--- src/rtl/ring_state_pkg.sv ---
package ring_state_pkg;

   localparam int IDX_W      = 32;
   localparam int NUM_FIELDS = 9;
   localparam int FLD_AW     = 4;

   // Ring-state field indices; the host side decodes these positions.
   localparam int F_REQ_PROD = 0;
   localparam int F_REQ_CONS = 1;
   localparam int F_REQ_LOG2 = 2;
   localparam int F_CMP_PROD = 3;
   localparam int F_CMP_CONS = 4;
   localparam int F_CMP_LOG2 = 5;
   localparam int F_MSG_PROD = 6;
   localparam int F_MSG_CONS = 7;
   localparam int F_MSG_LOG2 = 8;

   localparam int NUM_RINGS  = 3;
   localparam int RING_REQ   = 0;
   localparam int RING_CMP   = 1;
   localparam int RING_MSG   = 2;

   // Position of the highest set bit plus one; zero for zero.
   function automatic int bit_len(input logic [IDX_W-1:0] v);
      int n;
      n = 0;
      for (int i = 0; i < IDX_W; i++)
         if (v[i]) n = i + 1;
      return n;
   endfunction

endpackage

--- src/rtl/ring_state_file.sv ---
module ring_state_file
   import ring_state_pkg::*;
#(
   parameter int FIELDS = NUM_FIELDS,
   parameter int W      = IDX_W,
   parameter int AW     = FLD_AW
)(
   input  logic              clk,
   input  logic              rst_n,
   input  logic              host_we_i,
   input  logic [AW-1:0]     host_waddr_i,
   input  logic [W-1:0]      host_wdata_i,
   input  logic [FIELDS-1:0] dev_we_i,
   input  logic [FIELDS*W-1:0] dev_wdata_i,
   output logic [FIELDS*W-1:0] fields_o
);

   generate
      if (FIELDS > (1 << AW)) begin : g_bad_aw
         $error("ring_state_file: field index too narrow");
      end
      for (genvar f = 0; f < FIELDS; f++) begin : g_fld
         always_ff @(posedge clk or negedge rst_n) begin
            if (!rst_n)
               fields_o[f*W +: W] <= '0;
            else if (dev_we_i[f])
               fields_o[f*W +: W] <= dev_wdata_i[f*W +: W];
            else if (host_we_i && host_waddr_i == AW'(f))
               fields_o[f*W +: W] <= host_wdata_i;
         end
      end
   endgenerate

endmodule

--- src/rtl/ring_cursor.sv ---
module ring_cursor
   import ring_state_pkg::*;
#(
   parameter int PAGE_SHIFT = 12,
   parameter int ADDR_W     = 48,
   parameter int MAX_PAGES  = 4,
   parameter int DESC_BYTES = 128
)(
   input  logic                                   clk,
   input  logic                                   rst_n,
   input  logic                                   clear_i,
   input  logic                                   init_i,
   input  logic [$clog2(MAX_PAGES+1)-1:0]         npages_i,
   input  logic [MAX_PAGES*(ADDR_W-PAGE_SHIFT)-1:0] ppns_i,
   input  logic                                   step_i,
   output logic [IDX_W-1:0]                       count_o,
   output logic [IDX_W-1:0]                       mask_o,
   output logic [IDX_W-1:0]                       log2_o,
   output logic [ADDR_W-1:0]                      slot_addr_o
);

   localparam int PPN_W    = ADDR_W - PAGE_SHIFT;
   localparam int NP_W     = $clog2(MAX_PAGES + 1);
   localparam int PER_PAGE = (1 << PAGE_SHIFT) / DESC_BYTES;
   localparam int OFF_W    = $clog2(PER_PAGE);
   localparam int PG_W     = $clog2(MAX_PAGES);
   localparam int DESC_SH  = $clog2(DESC_BYTES);
   localparam int SLOT_W   = OFF_W + PG_W;

   generate
      if ((DESC_BYTES & (DESC_BYTES - 1)) != 0 || PER_PAGE < 2) begin : g_bad_desc
         $error("ring_cursor: descriptor size must be a power of two, two or more per page");
      end
   endgenerate

   logic [IDX_W-1:0]  count_q, mask_q;
   logic [ADDR_W-1:0] base_q [MAX_PAGES];
   logic [IDX_W-1:0]  entries_c, len_log2_c, mask_c;
   logic [SLOT_W-1:0] slot_c;
   logic [PG_W-1:0]   page_c;
   logic [OFF_W-1:0]  off_c;

   always_comb begin
      entries_c  = IDX_W'(npages_i) * IDX_W'(PER_PAGE);
      len_log2_c = IDX_W'(bit_len(entries_c - 1'b1));
      mask_c     = IDX_W'((64'd1 << len_log2_c) - 64'd1);
   end

   always_ff @(posedge clk or negedge rst_n) begin
      if (!rst_n) begin
         count_q <= '0;
         mask_q  <= '0;
      end else if (clear_i) begin
         count_q <= '0;
         mask_q  <= '0;
      end else if (init_i) begin
         count_q <= '0;
         mask_q  <= mask_c;
      end else if (step_i) begin
         count_q <= count_q + 1'b1;
      end
   end

   generate
      for (genvar p = 0; p < MAX_PAGES; p++) begin : g_page
         always_ff @(posedge clk or negedge rst_n) begin
            if (!rst_n)
               base_q[p] <= '0;
            else if (clear_i)
               base_q[p] <= '0;
            else if (init_i)
               base_q[p] <= (npages_i > NP_W'(p)) ?
                            {ppns_i[p*PPN_W +: PPN_W], {PAGE_SHIFT{1'b0}}} : '0;
         end
      end
   endgenerate

   always_comb begin
      slot_c      = count_q[SLOT_W-1:0] & mask_q[SLOT_W-1:0];
      page_c      = slot_c[OFF_W +: PG_W];
      off_c       = slot_c[OFF_W-1:0];
      slot_addr_o = base_q[page_c] + (ADDR_W'(off_c) << DESC_SH);
   end

   assign count_o = count_q;
   assign mask_o  = mask_q;
   assign log2_o  = len_log2_c;

endmodule

--- src/rtl/ring_index_mgr.sv ---
module ring_index_mgr
   import ring_state_pkg::*;
#(
   parameter int PAGE_SHIFT     = 12,
   parameter int ADDR_W         = 48,
   parameter int MAX_PAGES      = 4,
   parameter int REQ_DESC_BYTES = 128,
   parameter int CMP_DESC_BYTES = 32,
   parameter int MSG_DESC_BYTES = 128
)(
   input  logic                                     clk,
   input  logic                                     rst_n,
   input  logic                                     clean_i,
   input  logic                                     rings_setup_i,
   input  logic [$clog2(MAX_PAGES+1)-1:0]           req_npages_i,
   input  logic [MAX_PAGES*(ADDR_W-PAGE_SHIFT)-1:0] req_ppns_i,
   input  logic [$clog2(MAX_PAGES+1)-1:0]           cmp_npages_i,
   input  logic [MAX_PAGES*(ADDR_W-PAGE_SHIFT)-1:0] cmp_ppns_i,
   input  logic                                     msg_setup_i,
   input  logic [$clog2(MAX_PAGES+1)-1:0]           msg_npages_i,
   input  logic [MAX_PAGES*(ADDR_W-PAGE_SHIFT)-1:0] msg_ppns_i,
   input  logic                                     req_pop_i,
   input  logic                                     cmp_pop_i,
   input  logic                                     msg_pop_i,
   input  logic                                     req_flush_i,
   input  logic                                     cmp_flush_i,
   input  logic                                     msg_flush_i,
   output logic [ADDR_W-1:0]                        req_addr_o,
   output logic                                     req_done_o,
   output logic [ADDR_W-1:0]                        cmp_addr_o,
   output logic                                     cmp_done_o,
   output logic [ADDR_W-1:0]                        msg_addr_o,
   output logic                                     msg_done_o,
   output logic                                     msg_room_o,
   input  logic                                     sh_we_i,
   input  logic [FLD_AW-1:0]                        sh_waddr_i,
   input  logic [IDX_W-1:0]                         sh_wdata_i,
   input  logic [FLD_AW-1:0]                        sh_raddr_i,
   output logic [IDX_W-1:0]                         sh_rdata_o
);

   localparam int PPN_W = ADDR_W - PAGE_SHIFT;
   localparam int NP_W  = $clog2(MAX_PAGES + 1);

   generate
      if (MAX_PAGES < 2 || (MAX_PAGES & (MAX_PAGES - 1)) != 0) begin : g_bad_pages
         $error("ring_index_mgr: MAX_PAGES must be a power of two, at least 2");
      end
      if (PAGE_SHIFT < 1 || PAGE_SHIFT >= ADDR_W) begin : g_bad_shift
         $error("ring_index_mgr: PAGE_SHIFT out of range");
      end
   endgenerate

   // ---------------- per-ring cursors ----------------
   logic [IDX_W-1:0]  cnt   [NUM_RINGS];
   logic [IDX_W-1:0]  mask  [NUM_RINGS];
   logic [IDX_W-1:0]  log2v [NUM_RINGS];
   logic [ADDR_W-1:0] saddr [NUM_RINGS];
   logic [NP_W-1:0]   np    [NUM_RINGS];
   logic [MAX_PAGES*PPN_W-1:0] ppn [NUM_RINGS];
   logic [NUM_RINGS-1:0] init, step;

   logic rings_valid_q;
   logic req_go, cmp_go, msg_go, req_empty;
   logic [IDX_W-1:0] fld [NUM_FIELDS];

   assign np[RING_REQ]  = req_npages_i;
   assign np[RING_CMP]  = cmp_npages_i;
   assign np[RING_MSG]  = msg_npages_i;
   assign ppn[RING_REQ] = req_ppns_i;
   assign ppn[RING_CMP] = cmp_ppns_i;
   assign ppn[RING_MSG] = msg_ppns_i;

   assign init[RING_REQ] = rings_setup_i & ~clean_i;
   assign init[RING_CMP] = rings_setup_i & ~clean_i;
   assign init[RING_MSG] = msg_setup_i & ~clean_i & rings_valid_q;

   assign req_go    = req_pop_i & ~clean_i & ~init[RING_REQ];
   assign cmp_go    = cmp_pop_i & ~clean_i & ~init[RING_CMP];
   assign msg_go    = msg_pop_i & ~clean_i & ~init[RING_MSG];
   assign req_empty = (fld[F_REQ_PROD] == cnt[RING_REQ]);

   assign step[RING_REQ] = req_go & ~req_empty;
   assign step[RING_CMP] = cmp_go;
   assign step[RING_MSG] = msg_go;

   generate
      for (genvar g = 0; g < NUM_RINGS; g++) begin : g_ring
         localparam int DB = (g == RING_REQ) ? REQ_DESC_BYTES :
                             (g == RING_CMP) ? CMP_DESC_BYTES : MSG_DESC_BYTES;
         ring_cursor #(
            .PAGE_SHIFT (PAGE_SHIFT),
            .ADDR_W     (ADDR_W),
            .MAX_PAGES  (MAX_PAGES),
            .DESC_BYTES (DB)
         ) u_cur (
            .clk         (clk),
            .rst_n       (rst_n),
            .clear_i     (clean_i),
            .init_i      (init[g]),
            .npages_i    (np[g]),
            .ppns_i      (ppn[g]),
            .step_i      (step[g]),
            .count_o     (cnt[g]),
            .mask_o      (mask[g]),
            .log2_o      (log2v[g]),
            .slot_addr_o (saddr[g])
         );
      end
   endgenerate

   always_ff @(posedge clk or negedge rst_n) begin
      if (!rst_n)                rings_valid_q <= 1'b0;
      else if (clean_i)          rings_valid_q <= 1'b0;
      else if (rings_setup_i)    rings_valid_q <= 1'b1;
   end

   // ---------------- pop results ----------------
   always_ff @(posedge clk or negedge rst_n) begin
      if (!rst_n) begin
         req_addr_o <= '0;  req_done_o <= 1'b0;
         cmp_addr_o <= '0;  cmp_done_o <= 1'b0;
         msg_addr_o <= '0;  msg_done_o <= 1'b0;
      end else begin
         req_done_o <= req_go;
         cmp_done_o <= cmp_go;
         msg_done_o <= msg_go;
         if (req_go) req_addr_o <= step[RING_REQ] ? saddr[RING_REQ] : '0;
         if (cmp_go) cmp_addr_o <= saddr[RING_CMP];
         if (msg_go) msg_addr_o <= saddr[RING_MSG];
      end
   end

   // ---------------- ring-state file ----------------
   logic [NUM_FIELDS-1:0]       dev_we;
   logic [IDX_W-1:0]            dev_d [NUM_FIELDS];
   logic [NUM_FIELDS*IDX_W-1:0] dev_flat, fields_flat;

   always_comb begin
      dev_we = '0;
      for (int f = 0; f < NUM_FIELDS; f++) dev_d[f] = '0;
      dev_we[F_REQ_PROD] = init[RING_REQ];
      dev_we[F_REQ_CONS] = init[RING_REQ] | req_flush_i;
      dev_d[F_REQ_CONS]  = init[RING_REQ] ? '0 : cnt[RING_REQ];
      dev_we[F_REQ_LOG2] = init[RING_REQ];
      dev_d[F_REQ_LOG2]  = log2v[RING_REQ];
      dev_we[F_CMP_PROD] = init[RING_CMP] | cmp_flush_i;
      dev_d[F_CMP_PROD]  = init[RING_CMP] ? '0 : cnt[RING_CMP];
      dev_we[F_CMP_CONS] = init[RING_CMP];
      dev_we[F_CMP_LOG2] = init[RING_CMP];
      dev_d[F_CMP_LOG2]  = log2v[RING_CMP];
      dev_we[F_MSG_PROD] = init[RING_MSG] | msg_flush_i;
      dev_d[F_MSG_PROD]  = init[RING_MSG] ? '0 : cnt[RING_MSG];
      dev_we[F_MSG_CONS] = init[RING_MSG];
      dev_we[F_MSG_LOG2] = init[RING_MSG];
      dev_d[F_MSG_LOG2]  = log2v[RING_MSG];
      for (int f = 0; f < NUM_FIELDS; f++) dev_flat[f*IDX_W +: IDX_W] = dev_d[f];
   end

   ring_state_file #(
      .FIELDS (NUM_FIELDS),
      .W      (IDX_W),
      .AW     (FLD_AW)
   ) u_state (
      .clk          (clk),
      .rst_n        (rst_n),
      .host_we_i    (sh_we_i),
      .host_waddr_i (sh_waddr_i),
      .host_wdata_i (sh_wdata_i),
      .dev_we_i     (dev_we),
      .dev_wdata_i  (dev_flat),
      .fields_o     (fields_flat)
   );

   always_comb begin
      sh_rdata_o = '0;
      for (int f = 0; f < NUM_FIELDS; f++) begin
         fld[f] = fields_flat[f*IDX_W +: IDX_W];
         if (sh_raddr_i == FLD_AW'(f)) sh_rdata_o = fld[f];
      end
   end

   logic [IDX_W:0] msg_used, msg_len;
   assign msg_used   = {1'b0, fld[F_MSG_PROD] - fld[F_MSG_CONS]};
   assign msg_len    = {1'b0, mask[RING_MSG]} + 1'b1;
   assign msg_room_o = (msg_used < msg_len);

   // ---------------- assertions ----------------
   assert_cleanup_zero_R1: assert property (@(posedge clk) disable iff (!rst_n)
      clean_i |=> (cnt[RING_REQ] == '0 && cnt[RING_CMP] == '0 && cnt[RING_MSG] == '0 &&
                   mask[RING_REQ] == '0 && mask[RING_CMP] == '0 && mask[RING_MSG] == '0));

   assert_setup_state_R2: assert property (@(posedge clk) disable iff (!rst_n)
      init[RING_REQ] |=> (fld[F_REQ_PROD] == '0 && fld[F_CMP_PROD] == '0 &&
                          cnt[RING_REQ] == '0 && cnt[RING_CMP] == '0));

   assert_empty_pop_holds_R4: assert property (@(posedge clk) disable iff (!rst_n)
      (req_go && req_empty) |=> (req_addr_o == '0 && $stable(cnt[RING_REQ])));

   assert_pop_advances_R5: assert property (@(posedge clk) disable iff (!rst_n)
      (req_go && !req_empty) |=> cnt[RING_REQ] == $past(cnt[RING_REQ]) + 1'b1);

   assert_cmp_no_overflow_R6: assert property (@(posedge clk) disable iff (!rst_n)
      cmp_go |=> cnt[RING_CMP] == $past(cnt[RING_CMP]) + 1'b1);

   assert_req_publish_R9: assert property (@(posedge clk) disable iff (!rst_n)
      (req_flush_i && !init[RING_REQ]) |=> fld[F_REQ_CONS] == $past(cnt[RING_REQ]));

   assert_done_follows_pop_R10: assert property (@(posedge clk) disable iff (!rst_n)
      $rose(req_done_o) |-> $past(req_pop_i));

endmodule

--- config.mk ---
export PLATFORM = sky130hd
export DESIGN_NAME = ring_index_mgr
export DESIGN_NICKNAME = d
export VERILOG_FILES = /design/src/rtl/ring_state_pkg.sv /design/src/rtl/ring_state_file.sv /design/src/rtl/ring_cursor.sv /design/src/rtl/ring_index_mgr.sv
export SDC_FILE = /design/constraint.sdc
export NUM_CORES = 2
export LEC_CHECK = 0
export BUFFER_PORTS_ARGS = -buffer_cell sky130_fd_sc_hd__buf_2
export CORE_AREA = 2 2 373 412
export CTS_BUF_LIST = sky130_fd_sc_hd__clkbuf_4 sky130_fd_sc_hd__clkbuf_8
export CTS_CLUSTER_SIZE = 24
export DETAILED_ROUTE_END_ITERATION = 12
export DIE_AREA = 0 0 375 414
export PLACE_DENSITY_LB_ADDON = 0.15
export SYNTH_ARGS = -nofsm -noshare
export SYNTH_HDL_FRONTEND = slang
export SYNTH_SLANG_ARGS = --single-unit
export TNS_END_PERCENT = 1
--- constraint.sdc ---
create_clock -name clk -period 4.4 [get_ports clk]
set_clock_uncertainty 0.15 [all_clocks]
set_input_delay 0.44 -clock clk [delete_from_list [all_inputs] [get_ports clk]]
set_output_delay 0.44 -clock clk [all_outputs]
set_load 0.02 [all_outputs]
Yosys cells after proc, flatten, opt, wreduce, memory -nomap -nowiden
Cells that the tools add are included.
{ "totals": {"register_bits": 1156, "inputBits": 493, "out_inout_bits": 180, "elab_cells": 322} }
{ "classes": {"add_sub_neg": 14, "n_lt_le_gt_ge": 16, "eq_ne": 17, "shift": 3, "muxes": 189, "n_bitwise": 23, "reduce_logical": 26} }
{ "op_table": {"columns": ["operator", "count"], "rows": [
  ["2-to-1 mux 32 bit", 134],
  ["2-to-1 mux 48 bit", 43],
  ["binary-select mux 48 bit (select 2 bit)", 3],
  ["adder 48 x 12 -> 48 bit", 3],
  ["adder 32 x 1 -> 32 bit, second input constant", 3],
  ["adder 32 x 1 -> 33 bit, second input constant", 1],
  ["less-than comparator 32 x 33 -> 1 bit", 1],
  ["== test 32 bit", 1],
  ["== test 4 x 3 -> 1 bit, second input constant", 8],
  ["<< shifter 1 x 32 -> 32 bit, first input constant", 1],
  ["<< shifter 1 x 32 -> 7 bit, first input constant", 1],
  ["<< shifter 1 x 32 -> 9 bit, first input constant", 1],
  ["subtractor 32 x 1 -> 32 bit, second input constant", 1],
  ["subtractor 32 bit", 1],
  ["nonzero test 2 bit", 12],
  ["> comparator 3 x 1 -> 1 bit, second input constant", 6],
  ["> comparator 3 x 2 -> 1 bit, second input constant", 6],
  ["2-to-1 mux 9 bit", 2],
  ["subtractor 8 x 1 -> 9 bit, second input constant", 2],
  ["== test 4 x 2 -> 1 bit, second input constant", 4],
  ["AND 7 bit", 2],
  ["2-to-1 mux 7 bit", 2],
  ["subtractor 10 x 1 -> 11 bit, second input constant", 1],
  ["AND 1 bit", 10],
  ["other kinds (13)", 39]
]} }

Longest topological paths before layout
{ "logic_depth": {"ltp_word": 37, "depth_mapped": 21, "mapped_depth_nobuf": 21} }

Hierarchy
A second synthesis with hierarchy kept.
{ "hier_totals": {"hier_cells": 4309, "area_unflattened_um2": 49779.0} }
{ "by_module_without_submodules": {"columns": ["module", "n_inst", "cells_per_inst", "area_each_um2", "seq_area_each_um2"], "rows": [
  ["ring_cursor at g_ring[0].u_cur ...", 2, 656, 8408.1, 4629.4],
  ["ring_state_file", 1, 1012, 12700.9, 7206.9],
  ["ring_index_mgr", 1, 1286, 11205.7, 3703.6],
  ["ring_cursor at g_ring[1].u_cur", 1, 699, 9056.2, 5180.0]
]} }

Least setup slack after synthesis
OpenSTA, ideal clock, no wires.
{ "synth_path": {"path_kind": "register -> output", "from": "reg u_state.fields_o[192]", "to": "out msg_room_o", "t_arrival_ns": 3.746, "t_required_ns": 3.810, "path_slack_ns": 0.064, "stages_incl_launch_ff": 20, "path_buffers": 0, "cell_sequence": "dfrtp_1 inv_1 ha_1 inv_1 fa_1 a21oi_1 o22ai_1 o31ai_1 o41ai_1 a221oi_2 o21bai_1 xor2_1 ha_1 nand4_1 nor4_1 a21oi_1 o2111ai_1 a41oi_1 o21ai_0 a21oi_1"} }
{ "synth_via": {"elab_chain_cells": 2} }
{ "synth_rtl": {"columns": ["item", "line_no", "rtl"], "rows": [
  ["start: declaration", "ring_state_file.sv:15", "output logic [FIELDS*W-1:0] fields_o"],
  ["start signal: indexed assignment", "ring_state_file.sv:27", "fields_o[f*W +: W] <= dev_wdata_i[f*W +: W];"],
  ["start signal: indexed assignment", "ring_state_file.sv:29", "fields_o[f*W +: W] <= host_wdata_i;"],
  ["subtractor 32 bit", "ring_index_mgr.sv:184", "assign msg_used = {1'b0, fld[F_MSG_PROD] - fld[F_MSG_CONS]};"],
  ["less-than comparator 32 x 33 -> 1 bit", "ring_index_mgr.sv:186", "assign msg_room_o = (msg_used < msg_len);"],
  ["end: declaration", "ring_index_mgr.sv:34", "output logic msg_room_o,"]
]} }
No other way between the ends.

Final worst setup path
{ "layout_path": {"from": "reg u_state.fields_o[203]", "to": "out msg_room_o"} }
The elaborated chain is that of the path after synthesis.

==> flow_results.xml <==
<?xml version="1.0" encoding="UTF-8"?>
<metrics>
  <group name="clock_tree">
    <metric name="worst_skew_pair.late_latency" unit="ps">920</metric>
    <metric name="clkTransAtPathRegs" unit="ps">60</metric>
    <metric name="numClockSinks" unit="">970</metric>
    <metric name="h_tree_lvl_count" unit="">4</metric>
    <metric name="clock_tree.buffer_depth" unit="">3</metric>
    <metric name="cts_inserted_buffers" unit="">177</metric>
    <metric name="cts.root.buffer_cell" unit="">sky130_fd_sc_hd__clkbuf_8</metric>
    <metric name="clock_tree_from_tritoncts" unit="">yes</metric>
  </group>
  <group name="setup_path">
    <metric name="path_max_fanout" unit="">2</metric>
    <metric name="worst_setup_startpoint" unit="">u_state.fields_o[203]</metric>
    <metric name="timing.critical_path.cells" unit="">ha_1 -&gt; a2111oi_0 -&gt; o21ai_1 -&gt; a32oi_1 -&gt; o41ai_4 -&gt; a221oi_2 -&gt; o21bai_1 -&gt; xor2_1 -&gt; ha_1 -&gt; nand4_1 -&gt; nor4_2 -&gt; buf_4 -&gt; a41oi_2 -&gt; o21ai_1 -&gt; a21oi_1 -&gt; buf_4</metric>
    <metric name="rr_startpoint" unit="">g_ring[1].u_cur.count_o[1]</metric>
    <metric name="criticalPathCategory" unit="">flip-flop to output pin</metric>
    <metric name="worst_ep_required_time" unit="ps">3810</metric>
    <metric name="worstSetupEndpointType" unit="">output pin</metric>
    <metric name="reg2reg_slack" unit="ps">1310</metric>
    <metric name="r2r-end" unit="">g_ring[1].u_cur.count_o[30]</metric>
    <metric name="crit_path_max_incr_delay" unit="ps">430</metric>
    <metric name="cp_data_arrival_time" unit="ps">4790</metric>
    <metric name="slowest_stage" unit="">sky130_fd_sc_hd__a2111oi_0</metric>
    <metric name="critical-path-top-delay-family" unit="">compound AO/OA/AOI/OAI gates</metric>
    <metric name="setup.worst_path.start_class" unit="">flip-flop</metric>
    <metric name="timing.critical_path.buf_inv" unit="">2</metric>
    <metric name="critical_path.endpoint" unit="">msg_room_o</metric>
    <metric name="cp.depth" unit="">16</metric>
    <metric name="reg2regPathDepth" unit="">10</metric>
  </group>
  <group name="logic_synthesis">
    <metric name="synth_top_cells_by_count" unit="">sky130_fd_sc_hd__dfrtp_1, sky130_fd_sc_hd__nand2_1, sky130_fd_sc_hd__a22o_1</metric>
    <metric name="syn_area_per_cell" unit="um2">11.3</metric>
    <metric name="synth.yosys.warnings" unit="">0</metric>
    <metric name="library_cell_with_the_largest_summed_area_after_synthesis" unit="">sky130_fd_sc_hd__dfrtp_1</metric>
    <metric name="synth_flop_cell" unit="">sky130_fd_sc_hd__dfrtp_1</metric>
    <metric name="post_synth_edffs" unit="">0</metric>
    <metric name="post_synthesis_async_set_or_reset_flop_share" unit="%">100</metric>
    <metric name="post_synth_num_cell_types" unit="">74</metric>
    <metric name="syn-cell-area" unit="um2">45200</metric>
    <metric name="ff_latch_count_synth" unit="">970</metric>
    <metric name="synth-seq-area-share" unit="%">53.7</metric>
    <metric name="netlist_top_cells_area" unit="">sky130_fd_sc_hd__dfrtp_1, sky130_fd_sc_hd__a22o_1, sky130_fd_sc_hd__mux4_2</metric>
    <metric name="synth_top_cell_area_share" unit="%">53.7</metric>
    <metric name="yosysMostFrequentCell" unit="">sky130_fd_sc_hd__dfrtp_1</metric>
    <metric name="postSynthCellCount" unit="">3993</metric>
  </group>
  <group name="timing">
    <metric name="worstMarginPinSlew" unit="ps">1210</metric>
    <metric name="maxSlewHeadroom" unit="%">19.1</metric>
    <metric name="max_freq" unit="MHz">186</metric>
    <metric name="timing.final.ws_setup" unit="ps">-984</metric>
    <metric name="tns" unit="ps">-984</metric>
    <metric name="rsz_0062_raised_after_global_routing" unit="">true</metric>
    <metric name="setup-violations-final" unit="">1</metric>
    <metric name="final_period_minus_worst_setup_slack" unit="ps">5380</metric>
    <metric name="final-max-slew-violation-count" unit="">0</metric>
    <metric name="worst_hold_slack" unit="ps">68.6</metric>
    <metric name="report.final.hold_viol_count" unit="">0</metric>
    <metric name="timing.final.crit_share" unit="%">122</metric>
  </group>
  <group name="drt">
    <metric name="drcViolationCount" unit="">0</metric>
    <metric name="wirelength" unit="um">172000</metric>
    <metric name="router_iterations_before_antenna_repair" unit="">8</metric>
    <metric name="drt-vias-per-instance" unit="">5.10</metric>
    <metric name="route.vias.total" unit="">37259</metric>
    <metric name="postRouteAntennaNets" unit="">0</metric>
    <metric name="iter_0_drt_violations" unit="">2476</metric>
    <metric name="route.detailed.wl_per_inst" unit="um">23.5</metric>
  </group>
  <group name="final_layout">
    <metric name="nNetsFinal" unit="">5745</metric>
    <metric name="nFillCells" unit="">14785</metric>
    <metric name="drive_above_1_share" unit="%">26.3</metric>
    <metric name="finalNonFillerCells" unit="">7304</metric>
    <metric name="utilization" unit="%">39.9</metric>
    <metric name="area_delta_synth_final" unit="%">33.4</metric>
  </group>
  <group name="power">
    <metric name="comb_power_share" unit="%">16.1</metric>
    <metric name="net-switching-power" unit="mW">6.47</metric>
    <metric name="p_seq_share" unit="%">42.9</metric>
    <metric name="power.leakage" unit="nW">28.1</metric>
    <metric name="power.ir.vdd_worst" unit="mV">0.250</metric>
    <metric name="internal_power" unit="mW">16.2</metric>
    <metric name="sw_frac_of_total" unit="%">28.5</metric>
    <metric name="power_frac_clock" unit="%">41.0</metric>
    <metric name="power-per-cell-area" unit="nW/um2">377</metric>
  </group>
  <group name="place">
    <metric name="detailed_placement_wirelength_estimate" unit="um">118000</metric>
    <metric name="io_buffer_count" unit="">653</metric>
    <metric name="place_congestion" unit="">0.831</metric>
    <metric name="placement.setup.worst_slack" unit="ps">-317</metric>
    <metric name="placed_cells_incl_taps" unit="">6460</metric>
  </group>
  <group name="outcome">
    <metric name="violations" unit="">negative setup slack</metric>
    <metric name="run_status" unit="">finished, violations left</metric>
  </group>
  <group name="global_routing">
    <metric name="first_pass_grt_wire_length" unit="um">259000</metric>
    <metric name="first_global_vias" unit="">39196</metric>
    <metric name="initial_antenna_violation_count" unit="">36</metric>
    <metric name="largest_net_degree_at_the_start_of_global_routing" unit="">189</metric>
    <metric name="grt.overflow.total" unit="">0</metric>
    <metric name="grt_usage" unit="%">21.9</metric>
  </group>
  <group name="job">
    <metric name="drv.max_cap_violation_count" unit="">0</metric>
  </group>
  <group name="die">
    <metric name="die_height" unit="um">414</metric>
    <metric name="initial_utilization" unit="%">29.9</metric>
    <metric name="chipWidth" unit="um">375</metric>
    <metric name="ios" unit="">673</metric>
    <metric name="core_region_area" unit="um2">151000</metric>
    <metric name="floorplan.die_area" unit="um2">155000</metric>
    <metric name="rows" unit="">150</metric>
  </group>
  <group name="worst_hold_path">
    <metric name="holdCritPathClass" unit="">input pin to asynchronous set/reset pin</metric>
  </group>
</metrics>
-- sequential cells by signal, summed over array words and instances, names as in the netlist --
name,flops
msg_done_o,1
g_ring.u_cur.base_q,432
g_ring.u_cur.count_o,96
g_ring.u_cur.mask_o,25
cmp_addr_o,43
req_done_o,1
cmp_done_o,1
req_addr_o,41
rings_valid_q,1
u_state.fields_o,288
msg_addr_o,41
-- timing repair --
item | in CTS | in global routing
pin swaps | 21 | 11
hold endpoints to repair | 1182 | 0
setup buffers | 5 | 1
cloned | 0 | 0
resized for setup | 18 | 7
setup endpoints to repair | 1 | 1
hold buffers | 503 | 0
-- power groups by stage --
stage          registers, mW  logic, mW  clock network, mW
2_1_floorplan           9.92       1.73                  0
3_3_place_gp            9.88       3.19                  0
3_5_place_dp            9.89       3.21                  0
4_1_cts                 9.74       3.68               9.58
5_1_grt                 9.80       4.01               9.99
6_report                9.74       3.65               9.30
-- through the flow --
| step | power [mW] | area [um2] |
|---|---|---|
| 2_1_floorplan | 11.6 | 45300 |
| 3_3_place_gp | 13.1 | 51200 |
| 3_5_place_dp | 13.1 | 51200 |
| 4_1_cts | 23.0 | 60100 |
| 5_1_grt | 23.8 | 60200 |
| 6_report | 22.7 | 60200 |
-- worst register-to-register path: cells and delay by family (launching register included) --
kind	cells	cell delay, ps
adder cells (fa/ha/maj)	1	210
XOR/XNOR	1	160
buffers and inverters	1	110
flip-flops	1	470
AND/OR/NAND/NOR	7	1830
-- how the worst min path moves through the flow --
stage,from,to,slack (ps)
2_1_floorplan,rst_n,cmp_addr_o[10],-6
3_3_place_gp,cmp_addr_o[9],cmp_addr_o[9],320
3_5_place_dp,msg_addr_o[8],msg_addr_o[8],320
4_1_cts,req_ppns_i[84],g_ring[0].u_cur.base_q[72],0.3
5_1_grt,cmp_ppns_i[11],g_ring[1].u_cur.base_q[167],60
6_report,rst_n,u_state.fields_o[112],70
-- placed cells by master (no fill, tap or decap), types with 31 or more instances in the layout --
cell type / Yosys / layout
sky130_fd_sc_hd__dfrtp_1: 970 / 969
sky130_fd_sc_hd__buf_2: 9 / 651
sky130_fd_sc_hd__nand2_1: 525 / 517
sky130_fd_sc_hd__dlygate4sd3_1: 0 / 503
sky130_fd_sc_hd__a22o_1: 472 / 472
sky130_fd_sc_hd__a21oi_1: 266 / 261
sky130_fd_sc_hd__nor2_1: 261 / 251
sky130_fd_sc_hd__clkbuf_8: 0 / 216
sky130_fd_sc_hd__buf_4: 21 / 155
sky130_fd_sc_hd__mux4_2: 131 / 131
sky130_fd_sc_hd__a211oi_1: 109 / 109
sky130_fd_sc_hd__mux2i_1: 102 / 102
sky130_fd_sc_hd__ha_1: 79 / 78
sky130_fd_sc_hd__xnor2_1: 75 / 75
sky130_fd_sc_hd__xor2_1: 72 / 72
sky130_fd_sc_hd__mux2_2: 72 / 72
sky130_fd_sc_hd__inv_1: 69 / 66
sky130_fd_sc_hd__nand3_1: 64 / 64
sky130_fd_sc_hd__clkbuf_4: 0 / 62
sky130_fd_sc_hd__o21ai_0: 66 / 61
sky130_fd_sc_hd__nand4_1: 33 / 33
sky130_fd_sc_hd__a222oi_1: 31 / 31
-- kinds of logic after synthesis --
group	after synthesis	share of synthesized area [%]
XOR/XNOR	147	2.85
adder cells (fa/ha/maj)	80	2.23
buffers and inverters	421	3.70
AND/OR/NAND/NOR	1015	9.61
other	2	0.0166
AO/OA/AOI/OAI	1053	17.3
multiplexers	305	10.6
flip-flops	970	53.7
-- layer usage --
metal | track usage [%] | wire length [um]
met1 | 27.2 | 70700
met2 | 36.9 | 84900
met3 | 5.00 | 9780
met4 | 8.19 | 6090
met5 | 0 | 49
-- area by class of cell --
type                            count  area, um2  area share, %
Tap cell                         1976       2470           4.10
Multi-Input combinational cell   2625      19500           32.4
Timing Repair Buffer             1328       9830           16.3
Inverter                           70        263          0.436
Clock inverter                     32        348          0.578
Clock buffer                      278       3440           5.71
Antenna cell                       25       62.6          0.104
Sequential cell                   970      24300           40.3
No activity file was read; power rests on OpenSTA's default activity.
